File: src/rtl/clk_tree_pkg.sv
`timescale 1ns/1ps
package clk_tree_pkg;
  localparam int CFG_W    = 32;
  localparam int DIV_W    = 6;
  localparam int N_STAGE  = 3;
  localparam int PROC_LSB = 25;
  localparam int BUS_LSB  = 20;
  localparam int PER_LSB  = 18;
  localparam int NBYP_BIT = 23;
  localparam int FB1_LSB  = 11;
  localparam int FB1_W    = 5;
  localparam int FB2_LSB  = 5;
  localparam int FB2_W    = 6;
  localparam int PRE_LSB  = 0;
  localparam int PRE_W    = 5;
  localparam int PS_LSB   = 16;
  localparam int PS_W     = 2;
  localparam int MUL_W    = FB1_W + FB2_W + 1;
  localparam int DEN_W    = PRE_W + 4;

  function automatic logic [DIV_W-1:0] proc_div(input logic [2:0] code);
    return (code < 3'd5) ? DIV_W'(1) << code : DIV_W'(1);
  endfunction

  function automatic logic [DIV_W-1:0] bus_div(input logic [2:0] code);
    case (code)
      3'd0: return DIV_W'(1);
      3'd1: return DIV_W'(2);
      3'd2: return DIV_W'(4);
      3'd3: return DIV_W'(5);
      3'd4: return DIV_W'(6);
      3'd5: return DIV_W'(8);
      3'd6: return DIV_W'(16);
      default: return DIV_W'(32);
    endcase
  endfunction

  function automatic logic [DIV_W-1:0] per_div(input logic [1:0] code);
    return DIV_W'(1) << code;
  endfunction
endpackage

File: src/rtl/clk_tree_cfg.sv
`timescale 1ns/1ps
module clk_tree_cfg
  import clk_tree_pkg::*;
(
  input  logic             clk_i,
  input  logic             rst_ni,
  input  logic [CFG_W-1:0] cfg_i,
  input  logic             load_i,
  input  logic             apply_i,
  output logic [CFG_W-1:0] act_o
);
  logic [CFG_W-1:0] pend_q, act_q;
  logic             pend_v_q;

  always_ff @(posedge clk_i or negedge rst_ni) begin
    if (!rst_ni) begin
      pend_q   <= '0;
      pend_v_q <= 1'b0;
      act_q    <= '0;
    end else begin
      if (apply_i && pend_v_q) act_q <= pend_q;
      if (load_i) begin
        pend_q   <= cfg_i;
        pend_v_q <= 1'b1;
      end else if (apply_i) begin
        pend_v_q <= 1'b0;
      end
    end
  end

  assign act_o = act_q;

  // active word only moves on a wrap cycle with something pending
  assert_swap_gated_R7: assert property (@(posedge clk_i) disable iff (!rst_ni)
    (act_q != $past(act_q)) |-> $past(apply_i && pend_v_q));
  // latest load supersedes
  assert_last_load_wins_R9: assert property (@(posedge clk_i) disable iff (!rst_ni)
    load_i |=> (pend_v_q && pend_q == $past(cfg_i)));
endmodule

File: src/rtl/clk_tree_stage.sv
`timescale 1ns/1ps
module clk_tree_stage #(
  parameter int DIV_W = 6
) (
  input  logic             clk_i,
  input  logic             rst_ni,
  input  logic             tick_i,
  input  logic [DIV_W-1:0] div_i,
  output logic             en_o
);
  logic [DIV_W-1:0] cnt_q;
  logic             last;

  assign last = (cnt_q == div_i - DIV_W'(1));
  assign en_o = tick_i && last;

  always_ff @(posedge clk_i or negedge rst_ni) begin
    if (!rst_ni)     cnt_q <= '0;
    else if (tick_i) cnt_q <= last ? '0 : cnt_q + DIV_W'(1);
  end

  assert_cnt_range_R4: assert property (@(posedge clk_i) disable iff (!rst_ni)
    cnt_q < div_i);
  assert_unit_div_R4: assert property (@(posedge clk_i) disable iff (!rst_ni)
    (div_i == DIV_W'(1) && tick_i) |-> en_o);
endmodule

File: src/rtl/clk_tree_pll_dec.sv
`timescale 1ns/1ps
module clk_tree_pll_dec
  import clk_tree_pkg::*;
(
  input  logic [CFG_W-1:0] cfg_i,
  output logic             bypass_o,
  output logic [MUL_W-1:0] mul_o,
  output logic [DEN_W-1:0] den_o
);
  logic [FB1_W:0] fb1_p;
  logic [FB2_W:0] fb2_p;
  logic [PRE_W:0] pre_p;
  logic [PS_W-1:0] ps;

  assign fb1_p    = {1'b0, cfg_i[FB1_LSB +: FB1_W]} + (FB1_W+1)'(1);
  assign fb2_p    = {1'b0, cfg_i[FB2_LSB +: FB2_W]} + (FB2_W+1)'(1);
  assign pre_p    = {1'b0, cfg_i[PRE_LSB +: PRE_W]} + (PRE_W+1)'(1);
  assign ps       = cfg_i[PS_LSB +: PS_W];
  assign bypass_o = ~cfg_i[NBYP_BIT];

  always_comb begin
    if (bypass_o) begin
      mul_o = MUL_W'(1);
      den_o = DEN_W'(1);
    end else begin
      mul_o = MUL_W'(fb1_p) * MUL_W'(fb2_p);
      den_o = DEN_W'(pre_p) << ps;
    end
  end
endmodule

File: src/rtl/clk_tree_div.sv
`timescale 1ns/1ps
module clk_tree_div
  import clk_tree_pkg::*;
(
  input  logic        clk_i,
  input  logic        rst_ni,
  input  logic [31:0] cfg_i,
  input  logic        cfg_load_i,
  output logic        proc_en_o,
  output logic        bus_en_o,
  output logic        periph_en_o,
  output logic        pll_bypass_o,
  output logic [11:0] pll_mul_o,
  output logic [8:0]  pll_den_o
);
  logic [CFG_W-1:0] act;
  logic [N_STAGE-1:0][DIV_W-1:0] div;
  logic [N_STAGE-1:0] tick, en;
  logic wrap_all;

  assign div[0] = proc_div(act[PROC_LSB +: 3]);
  assign div[1] = bus_div(act[BUS_LSB +: 3]);
  assign div[2] = per_div(act[PER_LSB +: 2]);

  // peripheral stage counts bus pulses, the others count source cycles
  assign tick[0] = 1'b1;
  assign tick[1] = 1'b1;
  assign tick[2] = en[1];

  // periph pulse implies bus wrap, so this is the joint wrap of all counters
  assign wrap_all = en[0] && en[2];

  clk_tree_cfg u_cfg (
    .clk_i   (clk_i),
    .rst_ni  (rst_ni),
    .cfg_i   (cfg_i),
    .load_i  (cfg_load_i),
    .apply_i (wrap_all),
    .act_o   (act)
  );

  for (genvar g = 0; g < N_STAGE; g++) begin : g_stage
    clk_tree_stage #(.DIV_W(DIV_W)) u_stage (
      .clk_i  (clk_i),
      .rst_ni (rst_ni),
      .tick_i (tick[g]),
      .div_i  (div[g]),
      .en_o   (en[g])
    );
  end

  clk_tree_pll_dec u_pll (
    .cfg_i    (act),
    .bypass_o (pll_bypass_o),
    .mul_o    (pll_mul_o),
    .den_o    (pll_den_o)
  );

  assign proc_en_o   = en[0];
  assign bus_en_o    = en[1];
  assign periph_en_o = en[2];

  assert_periph_on_bus_R3: assert property (@(posedge clk_i) disable iff (!rst_ni)
    periph_en_o |-> bus_en_o);
  assert_bypass_ratio_R5: assert property (@(posedge clk_i) disable iff (!rst_ni)
    pll_bypass_o |-> (pll_mul_o == 12'd1 && pll_den_o == 9'd1));
  assert_ratio_nonzero_R6: assert property (@(posedge clk_i) disable iff (!rst_ni)
    (pll_mul_o != 12'd0 && pll_den_o != 9'd0));
endmodule

File: config.mk
export PLATFORM = sky130hd
export DESIGN_NAME = clk_tree_div
export DESIGN_NICKNAME = d
export VERILOG_FILES = /design/src/rtl/clk_tree_pkg.sv /design/src/rtl/clk_tree_cfg.sv /design/src/rtl/clk_tree_stage.sv /design/src/rtl/clk_tree_pll_dec.sv /design/src/rtl/clk_tree_div.sv
export SDC_FILE = /design/constraint.sdc
export NUM_CORES = 1
export LEC_CHECK = 0
export ABC_AREA = 1
export BUFFER_PORTS_ARGS = -buffer_cell sky130_fd_sc_hd__buf_2
export CAP_MARGIN = 25
export CORE_UTILIZATION = 50
export CTS_CLUSTER_SIZE = 16
export DETAILED_ROUTE_END_ITERATION = 16
export PLACE_DENSITY = 0.77
export SYNTH_ARGS = -nofsm -noshare
export SYNTH_HDL_FRONTEND = slang
export SYNTH_HIERARCHICAL = 1
export SYNTH_SLANG_ARGS = --single-unit
File: constraint.sdc
create_clock -name clk_i -period 13.05 [get_ports clk_i]
set_clock_uncertainty 0.15 [all_clocks]
set_input_delay 2.61 -clock clk_i [delete_from_list [all_inputs] [get_ports clk_i]]
set_output_delay 2.61 -clock clk_i [all_outputs]
set_load 0.02 [all_outputs]
## Word level (Yosys, flattened, before mapping)

Cells that the tools add are included.

| cells by class | value |
|---|---|
| add/subtract/negate cells | 9 |
| multiply operators | 1 |
| $lt $le $gt $ge | 1 |
| eq/ne operators | 9 |
| shift-type cells | 3 |
| multiplexer cells | 9 |
| bitwise operators | 1 |
| reduce and logical (&&, ||, !) cells | 5 |

Operators with widths:

| kind | count |
|---|---|
| $pmux W6 S7 | 1 |
| $mux W6 | 4 |
| $add A6 B1 Y6 const B | 3 |
| $eq A6 B6 Y1 | 3 |
| $sub A6 B1 Y6 const B | 3 |
| $add A5 B1 Y6 const B | 2 |
| $mul A6 B7 Y12 | 1 |
| $mux W12 | 1 |
| $eq A3 B3 Y1 const B | 3 |
| $mux W9 | 1 |
| $shl A6 B2 Y9 | 1 |
| $add A6 B1 Y7 const B | 1 |
| $eq A3 B2 Y1 const B | 2 |
| $shl A1 B2 Y6 const A | 1 |
| $shl A1 B3 Y6 const A | 1 |
| $eq A3 B1 Y1 const B | 1 |
| $logic_and A1 B1 Y1 | 3 |
| $logic_not A3 Y1 | 1 |
| $lt A3 B3 Y1 const B | 1 |
| $mux W1 | 2 |
| $reduce_bool A2 Y1 | 1 |
| $not A1 Y1 | 1 |

| word-level totals | value |
|---|---|
| register bits after elaboration | 75 |
| bits of input ports | 35 |
| output and inout bits | 25 |
| logic and storage cells | 44 |

## Logic depth before layout (Yosys ltp)

Gate-level depths: netlist (run 1).

| logic depth | value |
|---|---|
| word-level depth | 8 |
| depth in mapped cells | 24 |
| gate-level depth less buffers | 22 |

## Hierarchy

The synthesis (run 1) kept the hierarchy.

Modules (own cells, without submodules):

| module | times used | cells an instance | area each (um^2) | seq. area each (um^2) |
|---|---|---|---|---|
| clk_tree_cfg | 1 | 279 | 2620.0 | 1626.6 |
| clk_tree_pll_dec | 1 | 262 | 1675.4 | 0.0 |
| clk_tree_stage | 3 | 92 | 548.0 | 150.1 |
| clk_tree_div | 1 | 35 | 160.2 | 0.0 |

## Least setup slack after synthesis (run 1)

Ideal clock, no wire load.

| path | value |
|---|---|
| path kind | register to output |
| start point | reg u_cfg.act_q[5] (netlist: u_cfg/act_o[5]) |
| end point | out pll_mul_o[9] |
| arrival | 3973 ps |
| required time | 10290 ps |
| slack | 6317 ps |
| cell stages (with the launch flop) | 17 |
| path buffers | 0 |
| cells stage by stage | dfrtp_1 ha_1 nand3_2 xor2_1 inv_1 nor2_1 fa_1 fa_1 inv_1 fa_1 inv_1 ha_1 nand2_1 or2_2 nand4_1 nand2_1 nor2_1 |

| between the ends | value |
|---|---|
| cells in the longest elaborated chain, start to end | 3 |

Ends and longest elaborated chain:

| what | RTL line | text |
|---|---|---|
| start, declared | clk_tree_cfg.sv:12 | `logic [CFG_W-1:0] pend_q, act_q;` |
| start signal, assigned | clk_tree_cfg.sv:21 | `if (apply_i && pend_v_q) act_q <= pend_q;` |
| $add A6 B1 Y7 | clk_tree_pll_dec.sv:16 | `assign fb2_p = {1'b0, cfg_i[FB2_LSB +: FB2_W]} + (FB2_W+1)'(1);` |
| $mul A6 B7 Y12 | clk_tree_pll_dec.sv:26 | `mul_o = MUL_W'(fb1_p) * MUL_W'(fb2_p);` |
| $mux W12 | clk_tree_pll_dec.sv:22 | `if (bypass_o) begin` |
| end, declared | clk_tree_div.sv:13 | `output logic [11:0] pll_mul_o,` |

Every way passes these cells.

## Worst setup path after layout (run 1)

| path | value |
|---|---|
| start point | reg u_cfg.act_q[11] (netlist: u_cfg/act_o[11]) |
| end point | out pll_mul_o[11] |

| between the ends | value |
|---|---|
| cells in the longest elaborated chain, start to end | 3 |

Ends and longest elaborated chain:

| what | RTL line | text |
|---|---|---|
| $add A5 B1 Y6 | clk_tree_pll_dec.sv:15 | `assign fb1_p = {1'b0, cfg_i[FB1_LSB +: FB1_W]} + (FB1_W+1)'(1);` |
| $mul A6 B7 Y12 | clk_tree_pll_dec.sv:26 |  |
| $mux W12 | clk_tree_pll_dec.sv:22 |  |

Every way passes these cells.

==> results of run 1 <==
placed cells by master, fill, tap and decap left out, drive strengths merged, types with 3 or more instances in the layout:
cell / n
nand2: 321
inv: 130
dfrtp: 73
nor2: 72
nand3: 57
buf: 56
ha: 29
fa: 20
xor2: 18
conb: 15
a21oi: 12
o21ai: 12
clkbuf: 12
nand4: 10
nor3: 8
or2: 6
xnor2: 5
clkinv: 5
o21bai: 4
nand3b: 3
power breakdown:
group | switching, mW | internal (mW) | total, mW
Clock | 0.0910 | 0.158 | 0.249
Combinational | 0.145 | 0.0867 | 0.232
Sequential | 0.0439 | 0.261 | 0.305
worst register-to-register path, cell delays in order, from the launching register on:
cell	delay [ns]
sky130_fd_sc_hd__dfrtp_1	0.41
sky130_fd_sc_hd__inv_1	0.13
sky130_fd_sc_hd__nand2_1	0.06
sky130_fd_sc_hd__nor2_1	0.18
sky130_fd_sc_hd__inv_1	0.12
sky130_fd_sc_hd__ha_1	0.31
sky130_fd_sc_hd__inv_1	0.04
sky130_fd_sc_hd__nand2_1	0.05
sky130_fd_sc_hd__nand2_1	0.05
sky130_fd_sc_hd__nor2_1	0.08
sky130_fd_sc_hd__nand3_1	0.08
sky130_fd_sc_hd__nor2_2	0.17
sky130_fd_sc_hd__nand3_2	0.14
sky130_fd_sc_hd__inv_1	0.21
sky130_fd_sc_hd__nand3_2	0.16
sky130_fd_sc_hd__inv_1	0.13
sky130_fd_sc_hd__nand2_1	0.06
sky130_fd_sc_hd__inv_1	0.74
sky130_fd_sc_hd__nand2_8	0.32
sky130_fd_sc_hd__nand2_1	0.16
sky130_fd_sc_hd__nand2_1	0.06
metal layers:
| layer | vias to the layer above | GRT usage | part of all wire |
|---|---|---|---|
| li1 | 2564 | - | - |
| met3 | 14 | 0.0311 | 0.026 |
| met5 | - | 0 | 0 |
| met1 | 2245 | 0.255 | 0.46 |
| met2 | 78 | 0.373 | 0.49 |
| met4 | 0 | 0.0849 | 0.020 |
per-stage QoR:
step	worst slack (ns)	cell area, um2	std cells	hold WS (ns)
2_1_floorplan	6.32	5780	825	0.287
6_report	5.68	6370	1016	0.323
5_1_grt	5.32	6370	1016	0.343
3_3_place_gp	6.06	6030	999	0.305
3_5_place_dp	6.02	6030	999	0.309
4_1_cts	5.67	6340	1015	0.323
sequential cells by signal (all words and copies together) (netlist names):
signal	cells
g_stage.u_stage/cnt_q	18
u_cfg/pend_v_q	1
u_cfg/pend_q	27
u_cfg/act_o	27
worst paths after layout:
check                      cells past startpoint                     endpoint  slack, ns
max in group asynchronous                      2  g_stage[2].u_stage/cnt_q[0]       9.81
max                                           18                pll_mul_o[11]       5.68
min                                            2              u_cfg/pend_q[5]       0.32
min reg2reg                                    2              u_cfg/pend_q[5]       0.32
max reg2reg                                   20              u_cfg/act_o[16]       9.12
min in group asynchronous                      2  g_stage[1].u_stage/cnt_q[0]       2.33
final cells by class:
cell class              count  area share
multi-input cells         598       0.511
flip-flops and latches     73       0.287
inverters                 133      0.0788
repair buffers             56      0.0479
clock buffers              12      0.0403
well taps                 140      0.0275
clock inverters             4     0.00806
==> impl_summary.md, run 1 <==
Drt
The DRC violation count after routing is 0. The number of vias in the routed layout is between 4k and 5k. The detail route stage leaves a number of antenna-violating nets equal to 0.

The post-detailed-route via-to-cell ratio is between 4 and 5. The number of search-and-repair iterations in the first detailed-routing pass is 4. In the final routed layout, each cell accounts on average for about 11 um. The initial DRC count is 241. For this block, the routed nets add up to 11.4 mm of wire.

Floorplan
60 I/O pins were placed. The core footprint is 11000 um2. The die extent in x is approximately 110 um. The floorplan has 38 rows. The die is approximately 110 um tall. The area of the die is 11900 um2. The effective utilization at floorplan is 0.522.

Global routing
The first-pass GRT wire length is 19.9 mm. The number of antenna violations at the first check in global routing was 0. Summed over all layers, the global routing overflow is 0. Entering global routing, the biggest net connects 74 pins. The number of global-route vias before repair is between 4k and 5k.

The total routing usage reported by global routing is 0.210.

Clock network
No sink is reached through more buffers than the 2 on the longest clock path. In this run the clock root is driven by a sky130_fd_sc_hd__clkbuf_16. In this run the post-CTS setup repair buffer count came out at 0. The clock tree synthesis step divided the H-tree into 3 levels.

Once the clock tree was built, the resizer swapped 0 gates to a different size. Hold repair after CTS inserted 0 buffers. The clock-pin slew reported for the worst setup and hold paths after clock tree synthesis is around 0.060 ns. The clock sink total is 73. The later pin in the worst-skew pair is clocked with a latency of around 0.33 ns. TritonCTS built the clock tree. Clock tree synthesis inserted a total of 9 buffers.

Timing
Dividing the final minimum period by the clock period gives 0.565. At the pin with the least slew margin, the transition time is between 1 and 1.5 ns. For the final routed database, the setup TNS stands at 0 ns. Setup repair after global routing left no endpoint under its margin. The maximum clock rate is 136 MHz. The final count of negative-setup-slack endpoints is 0. The number of hold-slack violations in the final timing report is 0. In this run the tightest slew margin relative to its limit is 0.312. The count of pins over their slew limit is 0.

The minimum clock period after layout is around 7.4 ns.

Yosys
The count of mapped cells out of synthesis is slightly above 800. The synthesized netlist occupies a cell area of roughly 5700 um2. Yosys printed 6 warnings. After synthesis, the mean cell area works out to between 7 and 8 um2.

Setup path
The type of the worst setup path is register to output pin. STA puts the critical path data required time at between 10 and 15 ns. The cell with the largest stage delay on the worst path is sky130_fd_sc_hd__dfrtp_1. Walking the worst path, the cells encountered are ha_1 -> nand3_1 -> xor2_1 -> inv_1 -> nand2_1 -> fa_1 -> fa_1 -> fa_1 -> inv_1 -> ha_1 -> a21oi_1 -> nand2_1 -> nand2_1 -> nand2_1 -> nand3_1 -> nand2_1 -> nor2_1 -> buf_2. The start of the worst register-to-register path is u_cfg/act_o[22]. In this run the worst setup path begins at u_cfg/act_o[11]. The buffers plus inverters on the worst setup path is 3.

The critical-path maximum fanout is 11. The arrival time at the worst endpoint is 4.61 ns. The startpoint type of the worst setup path is a register. The endpoint kind of the worst setup timing path is an output pin.

The dominant cell type by count on the critical path is sky130_fd_sc_hd__nand2_1. For this run, the slowest stage of the critical path takes 0.58 ns. Broken down by cell family, the worst path's largest delay share belongs to adder cells.

Power
The total design power is between 0.7 and 0.8 mW. The analysis attributes to cell leakage a power of approximately 3.8 nW. In this run the power density over the cells is roughly 120 nW/um2. The largest vdd supply drop is between 80 and 90 uV.

Placement
At the end of routability-driven placement, the weighted congestion stood at ~0.85. The count of buffers from port buffering is 54. Summed over all nets, the half-perimeter wirelength after detailed placement is 8.43 mm.

Worst hold path
The worst hold path class is register to register. The worst hold path begins at u_cfg/pend_q[5].

Layout
The net count of the finished layout is about 960. The fraction of the core area covered by cells at the end of the flow is 0.580. In the final layout, the share of cells above drive strength 1 is 0.132. The register area is approximately 1800 um2.

The filler cell count is roughly 1.0k. The multi-input gate area in the final layout is about 3300 um2. 0 antenna diodes ended up in the layout.

The area growth from synthesis to layout is 11.1%.

Status
The flow ran to the end, and the final reports show no timing, DRC or antenna violations.

Flow run
Max-cap violations in this run came to 0.
Power figures use the tool's default switching activity.
==> run 2, diff against run 1 <==
==> constraint.sdc (replaced) <==
create_clock -name clk_i -period 7.2 [get_ports clk_i]
set_clock_uncertainty 0.15 [all_clocks]
set_input_delay 1.44 -clock clk_i [delete_from_list [all_inputs] [get_ports clk_i]]
set_output_delay 1.44 -clock clk_i [all_outputs]
set_load 0.02 [all_outputs]
==> run 2 against run 1 <==
Net effect: worst hold slack got worse by 0.0025 ns; cell count unchanged; sequential share of layout area decreased by 0.067 points; die area is the same; highest routed layer unchanged.
==> impl_summary.md, run 2 (synthesized netlist as in run 1, its figures left out) <==
Status
The run finished with clean final reports.

Power
The share of total power dissipated in combinational logic is 0.287. The sequential share of power is 0.384. The ratio of total power to cell area is 226 nW/um2.

The leakage power is 3.83 nW. The internal power component is 0.943 mW. Across the VDD grid, the largest voltage drop is around 180 uV. Of the total power, the clock network draws 0.329. The net switching fraction of the power is 0.346.

The reported net switching power is ~0.5 mW.

Clock network
The clock tree from TritonCTS is built. Clock-pin slew was measured on the worst setup and hold paths at 0.06 ns. The number of hold buffers added after CTS was 0. The insertion delay of the later-clocked pin in the worst-skew pair is about 0.32 ns. The number of buffers created by CTS is 9. The clock sink total is 73. The buffer cell driving the clock tree root is sky130_fd_sc_hd__clkbuf_16. The count of instances resized after the clock tree is built is 0. The H-tree depth reported by CTS is 3. The number of buffers added for setup after CTS is 0.

The clock passes through at most 2 buffers.

Timing
The tightest hold path in the finished design has a slack of roughly 0.32 ns. At the pin with the least slew margin, the transition time is between 1 and 1.5 ns. After routing, the total negative slack on setup checks comes to 0 ns. The maximum clock rate is 163 MHz. The worst relative slew slack is 0.314. Setup repair after global routing left no endpoint under its margin.

The portion of the clock cycle consumed by the worst path in the final layout is 0.853. The count of pins over their slew limit is 0. The final count of negative-setup-slack endpoints is 0. Setup slack on the critical path of the routed design comes to roughly 1.1 ns.

The number of hold-slack violations in the final timing report is 0. After layout, the minimum clock period comes to slightly above 6 ns.

Global routing
The first global-routing pass estimated 19.1 mm of wire. The number of antenna violations at the first check in global routing is 0. Summed over all layers, the global routing overflow is 0. Entering global routing, the biggest net connects 74 pins. For this run, the total global-route usage over all layers was measured as 0.203. The number of global-route vias before repair is 4460.

Floorplan
The top-level port count is 60. The core footprint is between 10000 and 15000 um2. The effective utilization at floorplan is 0.522. The vertical extent of the die is between 100 and 150 um. Row generation in the floorplan step produced 38 rows.

In this run the horizontal extent of the chip is 109 um. The die covers ~12000 um2.

Layout
The multi-input gate area in the final layout is roughly 3300 um2. 0 antenna diodes ended up in the layout. Compared with the post-synthesis result, the final layout area differs by 11.4%. The proportion of layout cells with a drive suffix above 1 is 0.131.

The fraction of the core area covered by cells at the end of the flow is 0.581. Registers take 1830 um2. The most common cell after layout, fill and taps aside is sky130_fd_sc_hd__nand2_1. In the layout the commonest cells are sky130_fd_sc_hd__nand2_1, sky130_fd_sc_hd__inv_1, sky130_fd_sc_hd__dfrtp_1. For this run, the post-layout net count is approximately 960. The filler cell count is a little over 1k.

The non-filler instance count after layout is just over 1k.

Drt
In this run the remaining antenna-violating nets after routing total 0. Dividing the detail-routed wire length by the instance count gives 10.8 um. Summed over all layers, the routed wires come to 11.0 mm. The first detailed-routing pass ran for 4 iterations. The number of vias in the routed layout is about 4.8k. Using the TritonRoute via totals, the vias-per-cell ratio works out to between 4 and 5.

The initial DRC count is 260. The DRC violation count after routing is 0.

Placement
OpenSTA, run right after detailed placement, puts the worst setup slack at 1.39 ns. The global placer's final weighted congestion is a little under 0.9. The HPWL after detailed placement is roughly 8.3 mm. The number of placed instances, taps included, is ~1000. The count of buffers from port buffering is between 50 and 60.

Worst hold path
The worst hold path class is register to register.

Setup path
The largest single stage delay on the critical path is between 0.5 and 0.6 ns. The critical-path maximum fanout is 11. The signal on the critical path passes through ha_1 -> nand3_1 -> xor2_1 -> inv_1 -> nand2_1 -> fa_1 -> fa_1 -> fa_1 -> inv_1 -> ha_1 -> a21oi_1 -> nand2_1 -> nand2_1 -> nand2_1 -> nand3_1 -> nand2_1 -> nor2_1 -> buf_2. The dominant cell type by count on the critical path is sky130_fd_sc_hd__nand2_1. Data on the critical path is required at its endpoint by approximately 5.6 ns.

The critical path is of the register to output pin type. The cell with the largest stage delay on the worst path is sky130_fd_sc_hd__dfrtp_1. STA classifies the critical path startpoint as a register. At the worst endpoint, the arrival time is approximately 4.6 ns. STA classifies the critical path endpoint as an output pin.

Flow run
The tool flagged a number of max-cap violations equal to 0.
## run 2: final cells by class
class / instances / area share
clock buffers: 12 / 0.0386
clock inverters: 4 / 0.0120
inverters: 133 / 0.0786
multi-input cells: 598 / 0.509
flip-flops and latches: 73 / 0.286
well taps: 140 / 0.0274
repair buffers: 56 / 0.0478
## run 2: worst paths after layout
kind / startpoint / end / slack [ns] / depth (start not counted)
min reg2reg: u_cfg/pend_q[5] / u_cfg/pend_q[5] / 0.32 / 2
min in group asynchronous: rst_ni / g_stage[1].u_stage/cnt_q[0] / 1.16 / 2
max: u_cfg/act_o[11] / pll_mul_o[11] / 1.06 / 18
max reg2reg: u_cfg/act_o[22] / u_cfg/act_o[18] / 3.31 / 20
min: u_cfg/pend_q[5] / u_cfg/pend_q[5] / 0.32 / 2
max in group asynchronous: rst_ni / u_cfg/act_o[17] / 5.14 / 2
## run 2: layer usage
layer  track usage  wire [um]  vias up
li1              -          -     2574
met1         0.262       5230     2175
met2         0.347       5240       74
met3        0.0329        318       14
met4        0.0676        182        0
met5             0          0        -
## run 2: power groups by stage
stage          logic, mW  registers [mW]  clock network, mW
6_report           0.414           0.553              0.475
5_1_grt            0.484           0.566              0.505
3_3_place_gp       0.403           0.558                  0
3_5_place_dp       0.414           0.560                  0
2_1_floorplan      0.339           0.536                  0
4_1_cts            0.417           0.553              0.486
## run 2: critical path: cells and delay by family, from the launching register on
kind	cells	cell delay, ns
simple gates	8	0.69
xor+xnor	1	0.35
compound gates	1	0.22
fa+ha+maj	5	2.04
buf+inv	3	0.35
flops	1	0.58
## run 2: through the flow
stage	instance area, um2	total power, mW
5_1_grt	6380	1.55
3_5_place_dp	6030	0.974
4_1_cts	6360	1.46
3_3_place_gp	6030	0.961
6_report	6380	1.44
2_1_floorplan	5780	0.875
